==> src/rtl/corr_bpred_pkg.sv <==
package corr_bpred_pkg;

  // One saturating step of a direction counter whose largest value is top_val.
  function automatic int unsigned sat_step(int unsigned cur, logic dir, int unsigned top_val);
    if (dir) return (cur >= top_val) ? top_val : cur + 1;
    else     return (cur == 0) ? 0 : cur - 1;
  endfunction

  // Largest value that still predicts not taken, for a counter of the given width.
  function automatic int unsigned weak_not_taken(int unsigned width);
    return (32'd1 << (width - 1)) - 32'd1;
  endfunction

endpackage

==> src/rtl/corr_bpred_ctr.sv <==
module corr_bpred_ctr #(
  parameter int CTR_W = 2
) (
  input  logic             clk,
  input  logic             rst,
  input  logic             we,
  input  logic             dir,
  output logic [CTR_W-1:0] q
);
  import corr_bpred_pkg::*;

  localparam logic [CTR_W-1:0] TOP_V  = '1;
  localparam logic [CTR_W-1:0] INIT_V = CTR_W'(weak_not_taken(CTR_W));

  logic [CTR_W-1:0] nxt;

  always_comb nxt = CTR_W'(sat_step(32'(q), dir, 32'(TOP_V)));

  always_ff @(posedge clk) begin
    if (rst)     q <= INIT_V;
    else if (we) q <= nxt;
  end

  p_reset_weak_r7: assert property (@(posedge clk) rst |=> q == INIT_V)
    else $error("counter not weakly not-taken after reset");
  p_hold_r5: assert property (@(posedge clk) disable iff (rst) !we |=> $stable(q))
    else $error("counter changed without write");
  p_step_up_r5: assert property (@(posedge clk) disable iff (rst)
      we && dir && q != TOP_V |=> q == CTR_W'($past(q) + 1'b1))
    else $error("counter failed to step up");
  p_step_dn_r5: assert property (@(posedge clk) disable iff (rst)
      we && !dir && q != '0 |=> q == CTR_W'($past(q) - 1'b1))
    else $error("counter failed to step down");
  p_sat_top_r5: assert property (@(posedge clk) disable iff (rst)
      we && dir && q == TOP_V |=> q == TOP_V)
    else $error("counter wrapped past top");
  p_sat_bot_r5: assert property (@(posedge clk) disable iff (rst)
      we && !dir && q == '0 |=> q == '0)
    else $error("counter wrapped below zero");

endmodule

==> src/rtl/corr_bpred_table.sv <==
module corr_bpred_table #(
  parameter int IDX_W = 6,
  parameter int CTR_W = 2
) (
  input  logic             clk,
  input  logic             rst,
  input  logic [IDX_W-1:0] rd_idx,
  output logic [CTR_W-1:0] rd_ctr,
  input  logic             wr_en,
  input  logic [IDX_W-1:0] wr_idx,
  input  logic             wr_dir
);
  localparam int ENTRIES = 1 << IDX_W;

  logic [CTR_W-1:0] cells [ENTRIES];

  for (genvar e = 0; e < ENTRIES; e++) begin : g_cell
    logic sel;
    assign sel = wr_en && (wr_idx == IDX_W'(e));
    corr_bpred_ctr #(.CTR_W(CTR_W)) u_ctr (
      .clk (clk),
      .rst (rst),
      .we  (sel),
      .dir (wr_dir),
      .q   (cells[e])
    );
  end

  // Reads come from the registers, so a same-cycle write is not yet visible.
  always_comb rd_ctr = cells[rd_idx];

endmodule

==> src/rtl/corr_bpred_hist.sv <==
module corr_bpred_hist #(
  parameter int HIST_W = 2
) (
  input  logic              clk,
  input  logic              rst,
  input  logic              shift_en,
  input  logic              bit_in,
  output logic [HIST_W-1:0] hist
);
  logic [HIST_W:0] widened;

  always_comb widened = {hist, bit_in};

  always_ff @(posedge clk) begin
    if (rst)           hist <= '0;
    else if (shift_en) hist <= widened[HIST_W-1:0];
  end

  p_reset_clear_r7: assert property (@(posedge clk) rst |=> hist == '0)
    else $error("history not cleared by reset");
  p_newest_lsb_r1: assert property (@(posedge clk) disable iff (rst)
      shift_en |=> hist[0] == $past(bit_in))
    else $error("newest outcome not at LSB");
  p_idle_hold_r1: assert property (@(posedge clk) disable iff (rst)
      !shift_en |=> $stable(hist))
    else $error("history moved without update");

  if (HIST_W > 1) begin : g_body
    p_shift_body_r1: assert property (@(posedge clk) disable iff (rst)
        shift_en |=> hist[HIST_W-1:1] == $past(hist[HIST_W-2:0]))
      else $error("history did not shift");
  end

endmodule

==> src/rtl/corr_bpred.sv <==
module corr_bpred #(
  parameter int PC_W     = 32,
  parameter int PC_LSB   = 2,
  parameter int ROW_BITS = 4,
  parameter int HIST_W   = 2,
  parameter int CTR_W    = 2
) (
  input  logic              clk,
  input  logic              rst,
  input  logic              pq_valid,
  output logic              pq_ready,
  input  logic [PC_W-1:0]   pq_pc,
  output logic              pr_valid,
  output logic              pr_taken,
  output logic [HIST_W-1:0] pr_hist,
  input  logic              up_valid,
  output logic              up_ready,
  input  logic [PC_W-1:0]   up_pc,
  input  logic              up_taken,
  input  logic [HIST_W-1:0] up_hist
);
  localparam int IDX_W  = ROW_BITS + HIST_W;
  localparam int ROW_HI = PC_LSB + ROW_BITS - 1;

  logic [HIST_W-1:0] ghist;
  logic [IDX_W-1:0]  rd_idx, wr_idx;
  logic [CTR_W-1:0]  rd_ctr;
  logic              up_fire;
  logic              unused_pc_bits;

  assign pq_ready = 1'b1;
  assign up_ready = 1'b1;
  assign up_fire  = up_valid && up_ready;

  // Row from low address bits, column from history.
  assign rd_idx = {pq_pc[ROW_HI:PC_LSB], ghist};
  assign wr_idx = {up_pc[ROW_HI:PC_LSB], up_hist};

  assign unused_pc_bits = ^{pq_pc[PC_W-1:ROW_HI+1], pq_pc[PC_LSB-1:0],
                            up_pc[PC_W-1:ROW_HI+1], up_pc[PC_LSB-1:0]};

  corr_bpred_hist #(.HIST_W(HIST_W)) u_hist (
    .clk      (clk),
    .rst      (rst),
    .shift_en (up_fire),
    .bit_in   (up_taken),
    .hist     (ghist)
  );

  corr_bpred_table #(.IDX_W(IDX_W), .CTR_W(CTR_W)) u_table (
    .clk    (clk),
    .rst    (rst),
    .rd_idx (rd_idx),
    .rd_ctr (rd_ctr),
    .wr_en  (up_fire),
    .wr_idx (wr_idx),
    .wr_dir (up_taken)
  );

  assign pr_valid = pq_valid;
  assign pr_taken = pq_valid & rd_ctr[CTR_W-1];
  assign pr_hist  = ghist;

endmodule

==> config.mk <==
export PLATFORM = sky130hd
export DESIGN_NAME = corr_bpred
export DESIGN_NICKNAME = d
export VERILOG_FILES = /design/src/rtl/corr_bpred_pkg.sv /design/src/rtl/corr_bpred_ctr.sv /design/src/rtl/corr_bpred_table.sv /design/src/rtl/corr_bpred_hist.sv /design/src/rtl/corr_bpred.sv
export SDC_FILE = /design/constraint.sdc
export NUM_CORES = 1
export LEC_CHECK = 0
export ABC_AREA = 1
export BUFFER_PORTS_ARGS = -buffer_cell sky130_fd_sc_hd__clkbuf_2
export CELL_PAD_IN_SITES_DETAIL_PLACEMENT = 0
export CELL_PAD_IN_SITES_GLOBAL_PLACEMENT = 2
export CORE_UTILIZATION = 30
export CTS_CLUSTER_SIZE = 12
export DETAILED_ROUTE_END_ITERATION = 10
export GPL_TIMING_DRIVEN = 0
export HOLD_SLACK_MARGIN = 0.03
export PLACE_DENSITY_LB_ADDON = 0.2
export REMOVE_ABC_BUFFERS = 1
export SETUP_SLACK_MARGIN = 0.05
export SKIP_CTS_REPAIR_TIMING = 1
export SLEW_MARGIN = 20
export SYNTH_ARGS = -nofsm -noshare
export SYNTH_HDL_FRONTEND = slang
export SYNTH_SLANG_ARGS = --single-unit
==> constraint.sdc <==
create_clock -name clk -period 1.5 [get_ports clk]
set_clock_uncertainty 0.1 [all_clocks]
set_input_delay 0.3 -clock clk [delete_from_list [all_inputs] [get_ports clk]]
set_output_delay 0.3 -clock clk [all_outputs]
set_load 0.02 [all_outputs]
Word-level counts from Yosys, hierarchy flattened
Index checks and enable logic that the tools add are counted.

storage, ports and cells
  logic and storage cells = 647
  output and inout bits = 6
  register bits = 130
  input bits = 71

operators by class
  magnitude comparators = 65
  equal/unequal tests = 63
  reduce and logical (&&, ||, !) cells = 129
  mux-type cells = 195
  $add $sub $neg = 128
  bitwise logic cells = 2

operators by type and width
  operator               count
  $mux W2                194
  $eq A6 B6 Y1 const B   32
  $add A2 B1 Y2 const B  64
  $ge A2 B2 Y1 const B   64
  $logic_not A2 Y1       64
  $sub A2 B1 Y2 const B  64
  $eq A6 B5 Y1 const B   16
  $logic_and A1 B1 Y1    64
  $eq A6 B4 Y1 const B   8
  $eq A6 B3 Y1 const B   4
  $bmux W2 S6            1
  $eq A6 B2 Y1 const B   2
  $ge A7 B7 Y1 const B   1
  $not A6 Y7             1
  $eq A6 B1 Y1 const B   1
  $logic_not A6 Y1       1
  $and A1 B1 Y1          1

Logic depth before layout (Yosys ltp)
Gate-level depths: netlist of the first run.

  word-level depth = 5
  gate-level depth with buffers = 11
  mapped depth without buffers = 9

Cells and area by module
A second synthesis of the first run with hierarchy kept.

second synthesis, totals
  cells, all modules = 1511
  area total of the unflattened synthesis = 8662.1 µm²

by module, submodules not included
  module            cells each  sequential area each (µm²)  area each (µm²)  instances
  corr_bpred_ctr    17          40.0                        106.4            64
  corr_bpred_table  404         0.0                         1737.9           1
  corr_bpred_hist   13          40.0                        83.8             1
  corr_bpred        6           0.0                         33.8             1

Least setup slack after synthesis of the first run
OpenSTA, ideal clock, no wires.

  path type = register -> output
  start point = reg u_hist.hist[1]
  end point = out pr_taken
  stages on the path, launching flop included = 11
  path slack = -501 ps
  data required time = 1100 ps
  path buffers = 2
  arrival = 1601 ps
  path through = dfxtp_1 buf_4 inv_1 buf_4 nand3_1 nand3_1 nand2_1 nand2_1 nand3_1 nand3_1 a21oi_1

on the way
  cells in the longest elaborated chain, start to end = 5

ends and longest elaborated chain
  element                                      line                    text
  start, declared                              corr_bpred_hist.sv:8    output logic [HIST_W-1:0] hist
  start signal, assigned                       corr_bpred_hist.sv:16   else if (shift_en) hist <= widened[HIST_W-1:0];
  $not A6 Y7 (not written as such)             corr_bpred_table.sv:30  always_comb rd_ctr = cells[rd_idx];
  $bmux W2 S6                                  corr_bpred_table.sv:30
  $mux W2 (not written as such) (2 in series)  corr_bpred_table.sv:30
  $and A1 B1 Y1                                corr_bpred.sv:61        assign pr_taken = pq_valid & rd_ctr[CTR_W-1];
  end, declared                                corr_bpred.sv:14        output logic pr_taken,

Every way passes these cells. The select of a mux whose other input is x is not followed.

Worst setup path after layout of the first run
  start point = reg u_hist.hist[0]
  end point = out pr_taken

Same word-level chain as after synthesis.

==> summary.txt, run 1 <==
run status = finished with violations
failing checks = negative setup slack
R2R Path Start = u_hist.hist[0]
crit path kind = register to output port
FP Rows = 55
HPWL Detailed = 12.5 mm
TritonCTS clock tree = built
leak pwr = 3.91 nW
clk sinks = 130
largest fanout on the critical path = 8
Final min period = 2370 ps
Mapped Area = 7040 µm²
first-pass GRT wire length = 32.7 mm
routed vias = 6823
# port buffers = 18
Initial Util = 0.308
crit path max-delay cell type = dfxtp_4
Routed Antenna Nets = 0
hold slack = 37.4 ps
min-delay worst type = primary input to register
CP required = 1100 ps
DRT iter0 DRCs = 397
RD Place Congestion = 0.723
CP Capture Type = output port
fin crit share = 1.58
cells after synthesis = 1046
fin nets = 1123
setup ws final = -867 ps
pre-CTS WS = -1890 ps
vias in the first global route = 6111
drt total wl = 21.4 mm
Synth cell types = 26
max_slew headroom = 0.645
Ports = 77
Power, Total = 8.62 mW
RSZ-0062 raised after global routing = yes
Max Cap Violations = 0
TritonRoute pass-1 iters = 5
power density over the cells = 1020 nW/µm²
die area = 24100 µm²
Slew Viols, Final = 0
flop2flop setup slack = 420 ps
Area Overhead vs Synth = 19.9%
grt total ovfl = 0
Avg WL per Cell = 15.5 µm
CP Launch Type = register
core area = 22800 µm²
min-delay src = up_valid
initial antenna violation count = 0
Peak VDD IR = 594 µV
final hold violation count = 0
sequential share of the synthesized area = 0.370
CTS clk-pin slew, worst paths = 60 ps
share of cells above drive strength 1 = 0.140
YS warnings = 0
largest net degree at the start of global routing = 96
crit path from = u_hist.hist[0]
overall routing resource usage = 0.177
flip-flop and latch count after synthesis = 130
total CTS buffers = 17
Crit path top cell by count = nand3_2
Die X-Extent = 155 µm
Critical Path Max Stage Delay = 370 ps
CP arrival = 1970 ps
Inserted Diodes = 0
Skew-Pair Late Insertion Delay = 430 ps
clk root buf = clkbuf_16
Layout fillers = 2495
Mean Syn Cell Area = 6.73 µm²
htree depth = 4
achievable clock frequency = 0.422 GHz
CP cell instances = buf_12, inv_12, nand2_1, nand3_2, nand3_2, nand2_1, nand2_1, nand3_2, nand3_2, a21oi_2, buf_4
Clock Path Buffers = 2
Worst-Margin Slew = 533 ps
Residual DRC = 0
vias per inst = 4.95
setup tns final = -1100 ps
number of setup violations in the final report = 2
Die H = 155 µm
## flip-flops by register name (all words and copies together), names as in the netlist
| name | cells |
|---|---|
| u_hist.hist | 2 |
| u_table.g_cell.u_ctr.q | 128 |
## per-stage QoR
stage | instance area (µm²) | utilization | instances
floorplan | 6740 | - | 995
global placement | 7220 | 0.316 | 1326
detailed placement | 7340 | 0.321 | 1330
CTS | 7930 | 0.347 | 1362
global route | 8440 | 0.369 | 1378
finish | 8440 | 0.369 | 1378
## layout make-up
cell class              instances  area, µm²  area share
inverters                     104        435      0.0516
flip-flops and latches        130       2610       0.309
repair inverters                2       36.3     0.00430
repair buffers                 36        452      0.0535
clock inverters                13        150      0.0178
well taps                     313        392      0.0464
clock buffers                  19        443      0.0525
multi-input cells             761       3920       0.465
## Yosys cell counts
cell type / n / area [µm²]
nand2_1: 198 / 743
nor2_1: 92 / 345
nand3_1: 55 / 275
inv_1: 97 / 364
o211ai_1: 1 / 7.51
buf_2: 11 / 55.1
nor2_8: 9 / 180
buf_4: 8 / 60.1
o21ai_1: 15 / 75.1
buf_1: 1 / 3.75
clkbuf_1: 26 / 97.6
buf_12: 2 / 40.0
a221oi_1: 1 / 8.76
clkbuf_8: 1 / 13.8
nor3_4: 1 / 16.3
nor2_2: 3 / 18.8
a21oi_1: 84 / 420
nor2_4: 12 / 135
dfxtp_1: 130 / 2600
buf_6: 3 / 33.8
a31oi_1: 47 / 294
nor3_2: 3 / 30.0
o21ai_0: 223 / 1120
inv_2: 7 / 26.3
conb_1: 1 / 3.75
nor3_1: 15 / 75.1
## metal layers
metal	GRT usage	wire length (µm)
met1	0.237	10700
met2	0.289	9850
met5	0	0
met3	0.0301	583
met4	0.0551	267
## placed cells by master (no fill, tap or decap), types with 4 or more instances in the layout
master	n
nor2_8	9
nand2_2	6
buf_4	4
inv_6	5
a31oi_1	47
inv_1	94
nand3_1	26
buf_6	5
clkbuf_2	13
nor3_1	15
a21oi_1	83
o21ai_1	15
nor2_1	88
nand2_1	192
nor2_4	12
o21ai_0	223
clkbuf_16	21
clkinv_4	4
nand3_2	29
buf_12	4
inv_4	4
nor2_2	7
dfxtp_1	128
## worst max-delay path: cells and delay by family, from the launching register on
| family | cells | cell delay [ps] |
|---|---|---|
| AOI/OAI and AO/OA | 1 | 140 |
| and+or+nand+nor | 7 | 570 |
| DFF | 1 | 370 |
| buffers and inverters | 3 | 440 |
## where the power goes
part           leakage, nW  switching (mW)  internal (mW)  total [mW]
sequential            1.05          0.0289           3.48        3.51
clock                0.285            1.75           2.52        4.27
combinational         2.57           0.571          0.269       0.840
## logic make-up (layout without fill, tap and decap cells)
logic type | Yosys count | in the layout | synth area share
other | 1 | 2 | 0.000533
AND/OR/NAND/NOR | 388 | 388 | 0.258
buffers and inverters | 156 | 174 | 0.0986
flip-flops | 130 | 130 | 0.370
AO/OA/AOI/OAI | 371 | 371 | 0.273
## worst paths after layout
path | end | cells after the start
hold reg to reg | u_table.g_cell[42].u_ctr.q[0] | 2
setup reg to reg | u_hist.hist[0] | 4
setup / recovery | pr_taken | 11
hold / removal | u_hist.hist[0] | 2
(Power assumes the default switching activity.)
==> inputs of run 2 (changes only) <==
HOLD_SLACK_MARGIN = 0.12   (was 0.03)
==> run 2 against run 1 <==
  * The run still ends with negative setup slack left
  * Via count up 0.56%
  * Cell count is essentially flat
  * Worst setup slack lost 0.58 ps
  * Fmax is essentially flat
  * Total power shrank 0.11%
  * Largest cell class unchanged
==> summary.txt, run 2 (same netlist as run 1, synthesis figures left out) <==
overall routing resource usage = 0.177
power density over the cells = 1020 nW/µm²
Multi-input gate area = 3920 µm²
die area = 24100 µm²
most frequent cells in the layout = o21ai_0 (223), nand2_1 (192), dfxtp_1 (128), inv_1 (94), nor2_1 (88)
hold path cells = 3
R2R Path Start = u_hist.hist[0]
crit path kind = register to output port
path depth of the worst reg2reg path = 4
share of cells above drive strength 1 = 0.140
Inserted Diodes = 0
failing checks = negative setup slack
DRT iter0 DRCs = 391
Peak VDD IR = 594 µV
max_slew headroom = 0.647
vias per inst = 4.98
# port buffers = 18
RD Place Congestion = 0.723
capture point of the worst reg-to-reg path = u_hist.hist[0]
Worst-Margin Slew = 530 ps
clk sinks = 130
Top reg by flops = u_table.g_cell.u_ctr.q
run status = finished with violations
grt total ovfl = 0
RSZ-0062 raised after global routing = yes
Final min period = 2370 ps
Die X-Extent = 155 µm
TritonRoute pass-1 iters = 5
Hold EP = u_hist.hist[1]
setup ws final = -868 ps
Power, Total = 8.61 mW
total CTS buffers = 17
routed vias = 6861
min-delay worst type = primary input to register
core area = 22800 µm²
fin nets = 1124
FP Rows = 55
Avg WL per Cell = 15.5 µm
Slew Viols, Final = 0
sequential cell area = 2610 µm²
Skew-Pair Late Insertion Delay = 430 ps
Max Cap Violations = 0
Regs by FF count = u_table.g_cell.u_ctr.q: 128 flops, u_hist.hist: 2 flops
Layout fillers = 2494
CTS clk-pin slew, worst paths = 60 ps
CP required = 1100 ps
TritonCTS clock tree = built
CP arrival = 1970 ps
Area Overhead vs Synth = 20.0%
commonest non-fill, non-tap cell in the layout = o21ai_0
Die H = 155 µm
Routed Antenna Nets = 0
achievable clock frequency = 0.422 GHz
vias in the first global route = 6111
min-delay src = up_valid
htree depth = 4
drt total wl = 21.4 mm
clk root buf = clkbuf_16
Clock Path Buffers = 2
initial antenna violation count = 0
CP Launch Type = register
leak pwr = 3.91 nW
Initial Util = 0.308
Residual DRC = 0
largest net degree at the start of global routing = 96
largest fanout on the critical path = 6
max reg flops = 128
hold slack = 132 ps
HPWL Detailed = 12.5 mm
fin crit share = 1.58
CP Capture Type = output port
Ports = 77
first-pass GRT wire length = 32.7 mm
number of setup violations in the final report = 2
flop2flop setup slack = 420 ps
final hold violation count = 0
run 2: cell types whose count changed in the layout (fill, tap and decap cells not counted), sizes merged:
cell / previous run / this run
dlygate4sd3: 0 / 1
run 2: through the flow:
| step | setup TNS, ps | setup WS, ps | instances | instance area, µm² | util |
|---|---|---|---|---|---|
| after floorplan | -1480 | -884 | 995 | 6740 | - |
| after global placement | -298170 | -2690 | 1326 | 7220 | 0.316 |
| after detailed placement | -45670 | -1890 | 1330 | 7340 | 0.321 |
| after CTS | -5310 | -2370 | 1362 | 7930 | 0.347 |
| after global routing | -1230 | -964 | 1379 | 8450 | 0.370 |
| final | -1090 | -868 | 1379 | 8450 | 0.370 |
run 2: final cells by class:
cell class,instances,area share
multi-input combinational,761,0.464
sequential,130,0.309
timing repair buffer,37,0.0546
clock buffer,19,0.0524
inverter,104,0.0515
tap,313,0.0463
clock inverter,13,0.0178
timing repair inverter,2,0.00429
run 2: critical path, stage by stage, from the launching register on:
cell     delay (ps)
dfxtp_4         390
buf_12          150
buf_12          110
nand2_1          60
nand3_2          90
nand3_2         120
nand2_1          90
nand2_1          50
nand3_1         100
nand3_2          90
a21oi_2         120
buf_4           150
run 2: worst max-delay path by stage:
stage,start,to,slack (ps),cells after the start
after floorplan,u_hist.hist[0],pr_taken,-880,9
after global placement,rst,u_table.g_cell[3].u_ctr.q[1],-2690,4
after detailed placement,u_hist.hist[1],pr_taken,-1890,9
after CTS,u_hist.hist[1],pr_taken,-2370,9
after global routing,u_hist.hist[0],pr_taken,-960,11
final,u_hist.hist[0],pr_taken,-870,11
run 2: per-layer routing:
layer | GRT usage | vias to the layer above | share of wire
li1 | - | 3578 | -
met5 | 0 | - | 0
met3 | 0.0301 | 19 | 0.030
met2 | 0.289 | 102 | 0.46
met4 | 0.0551 | 0 | 0.013
met1 | 0.237 | 3162 | 0.50
run 2: report_power, final:
group	internal (mW)	switching (mW)	leakage, nW
sequential	3.48	0.0290	1.05
clock	2.52	1.74	0.285
combinational	0.271	0.572	2.58
==> inputs of run 3 (changes only) <==
ABC_AREA = 0   (was 1)
CORE_UTILIZATION = 32   (was 30)
==> run 3 against run 2 <==
  * The run still ends with negative setup slack left
  * Flip-flop and latch count is the same
  * Cell count shrank 6.1%
  * Die area grew 0.39%
  * Area after synthesis grew 7.1%
  * First-iteration DRC count grew 53%
  * Register-to-register slack lost 70 ps
  * Fmax shrank 20%
  * Routed wire length grew 16%
  * Non-clock buffer count grew 24
  * Synthesized cell count shrank 6.3%
  * Core utilization grew 3.1 points
  * Critical endpoint unchanged
==> summary.txt, run 3 <==
Max Cap Violations = 0
Skew-Pair Late Insertion Delay = 430 ps
crit path kind = register to output port
Area contributors post-synth = dfxtp_1 (35%), a21oi_1 (11%), o31ai_1 (7.8%)
HPWL Detailed = 13.4 mm
Slew Viols, Final = 0
dominant synthesized flop cell = dfxtp_1
Residual DRC = 0
crit path max-delay cell type = mux4_2
vias in the first global route = 6476
Peak VDD IR = 694 µV
Critical Path Max Stage Delay = 530 ps
FP Rows = 55
clk sinks = 130
CP Capture Type = output port
RSZ-0062 raised after global routing = yes
Inserted Diodes = 0
Die H = 156 µm
Worst-Margin Slew = 613 ps
TritonCTS clock tree = built
Mean Syn Cell Area = 7.69 µm²
Initial Util = 0.330
Area Overhead vs Synth = 21.4%
routed vias = 7357
Regs by FF count = u_table.g_cell.u_ctr.q: 128 flops, u_hist.hist: 2 flops
# port buffers = 18
cells after synthesis = 980
flip-flop and latch count after synthesis = 130
commonest non-fill, non-tap cell in the layout = a21oi_1
Synth cell types = 54
final hold violation count = 0
Synth top cells by count = a21oi_1 (169), dfxtp_1 (130), o21ai_0 (99)
min-delay worst type = primary input to register
number of setup violations in the final report = 2
clk root buf = clkbuf_16
Final min period = 2940 ps
vias per inst = 5.68
core area = 22800 µm²
final instance area = 9150 µm²
largest net degree at the start of global routing = 135
most frequent cells in the layout = a21oi_1 (164), dfxtp_1 (128), o21ai_0 (97), nor2_1 (84), o31ai_1 (78)
htree depth = 4
first-pass GRT wire length = 36.6 mm
DRT iter0 DRCs = 600
TritonRoute pass-1 iters = 5
initial antenna violation count = 0
Ports = 77
asr flop ratio synth = 0
CP required = 1100 ps
Clock Path Buffers = 2
CP Launch Type = register
overall routing resource usage = 0.194
top-count cell post-synth = a21oi_1
Crit path top cell by count = mux4_2
hold slack = 141 ps
Placed Area = 7860 µm²
grt total ovfl = 0
Routed Antenna Nets = 0
leak pwr = 3.46 nW
run status = finished with violations
hold path cells = 3
max reg flops = 128
number of synthesized flops with an enable pin = 0
RD Place Congestion = 0.742
sequential share of the synthesized area = 0.345
CP cell instances = buf_8, mux4_2, mux4_2, nand2b_4, a32o_2, buf_6
total CTS buffers = 17
achievable clock frequency = 0.340 GHz
share of cells above drive strength 1 = 0.193
Top reg by flops = u_table.g_cell.u_ctr.q
path depth of the worst reg2reg path = 3
Die X-Extent = 156 µm
fin nets = 1040
Avg WL per Cell = 19.2 µm
Yosys top cell by area = dfxtp_1
max_slew headroom = 0.592
CTS clk-pin slew, worst paths = 60 ps
largest fanout on the critical path = 6
Layout Utilization = 0.401
drt total wl = 24.9 mm
fin crit share = 1.96
top cell type's share of synthesized area = 0.345
YS warnings = 0
power density over the cells = 1020 nW/µm²
Mapped Area = 7540 µm²
setup ws final = -1440 ps
CP arrival = 2540 ps
failing checks = negative setup slack
die area = 24200 µm²
==> run 3: cell types whose count changed after synthesis, sizes merged, moves of 7 or more <==
| cell | before | now |
|---|---|---|
| or2 | 0 | 47 |
| nand2 | 198 | 41 |
| or3 | 0 | 11 |
| o21ai | 238 | 100 |
| inv | 104 | 4 |
| nor2 | 116 | 84 |
| a21oi | 84 | 169 |
| mux4 | 0 | 17 |
| nor3 | 19 | 12 |
| and3 | 0 | 64 |
| a31oi | 47 | 20 |
| o31ai | 0 | 78 |
| clkbuf | 27 | 76 |
==> run 3: critical path, delay by kind of cell (launching register included) <==
kind / cells / cell delay (ps)
AND/OR/NAND/NOR: 1 / 160
multiplexers: 2 / 1020
buffers and inverters: 2 / 280
flip-flops: 1 / 420
AO/OA/AOI/OAI: 1 / 230
==> run 3: final cells by class <==
cell class | count | area, µm²
Clock buffer | 22 | 464
Multi-Input combinational cell | 755 | 4800
Timing Repair Buffer | 61 | 688
Clock inverter | 10 | 180
Sequential cell | 130 | 2610
Fill cell | 2338 | 13700
Tap cell | 313 | 392
Inverter | 4 | 20.0
==> run 3: report_power, final <==
group	leakage (nW)	internal, mW	total (mW)	switching, mW
clock	0.310	3.03	4.66	1.63
sequential	1.05	3.56	3.68	0.122
combinational	2.09	0.375	0.951	0.577
==> run 3: cell families (layout without fill, tap and decap cells) <==
family,count (synthesis),count (layout),share of synthesized area
compound gates,379,379,0.286
buf+inv,100,97,0.0546
flops,130,130,0.345
mux,22,22,0.0604
other cells,1,2,0.000497
simple gates,348,352,0.253
==> run 3: through the flow <==
stage | worst slack (ps) | instances | power (mW) | setup TNS [ps]
6_report | -1440 | 1295 | 9.29 | -1540
2_1_floorplan | -1980 | 885 | 4.10 | -95430
5_1_grt | -1490 | 1295 | 9.62 | -1640
3_5_place_dp | -1500 | 1228 | 4.52 | -83530
4_1_cts | -1970 | 1260 | 9.19 | -26880
3_3_place_gp | -4690 | 1216 | 4.48 | -357260
==> run 3: routing by layer <==
metal / up-vias / part of all wire / GRT usage / routed length, µm
met2: 126 / 0.46 / 0.300 / 11400
met3: 15 / 0.028 / 0.0309 / 702
met1: 3587 / 0.50 / 0.276 / 12600
met4: 0 / 0.011 / 0.0570 / 268
met5: - / 0 / 0 / 0
li1: 3629 / - / - / -
==> run 3: final timing paths <==
check | slack, ps | endpoint | start
setup / recovery | -1440 | pr_taken | u_hist.hist[0]
setup reg to reg | 350 | u_table.g_cell[24].u_ctr.q[0] | u_table.g_cell[24].u_ctr.q[0]
hold reg to reg | 390 | u_table.g_cell[40].u_ctr.q[1] | u_table.g_cell[40].u_ctr.q[1]
hold / removal | 140 | u_hist.hist[0] | up_valid
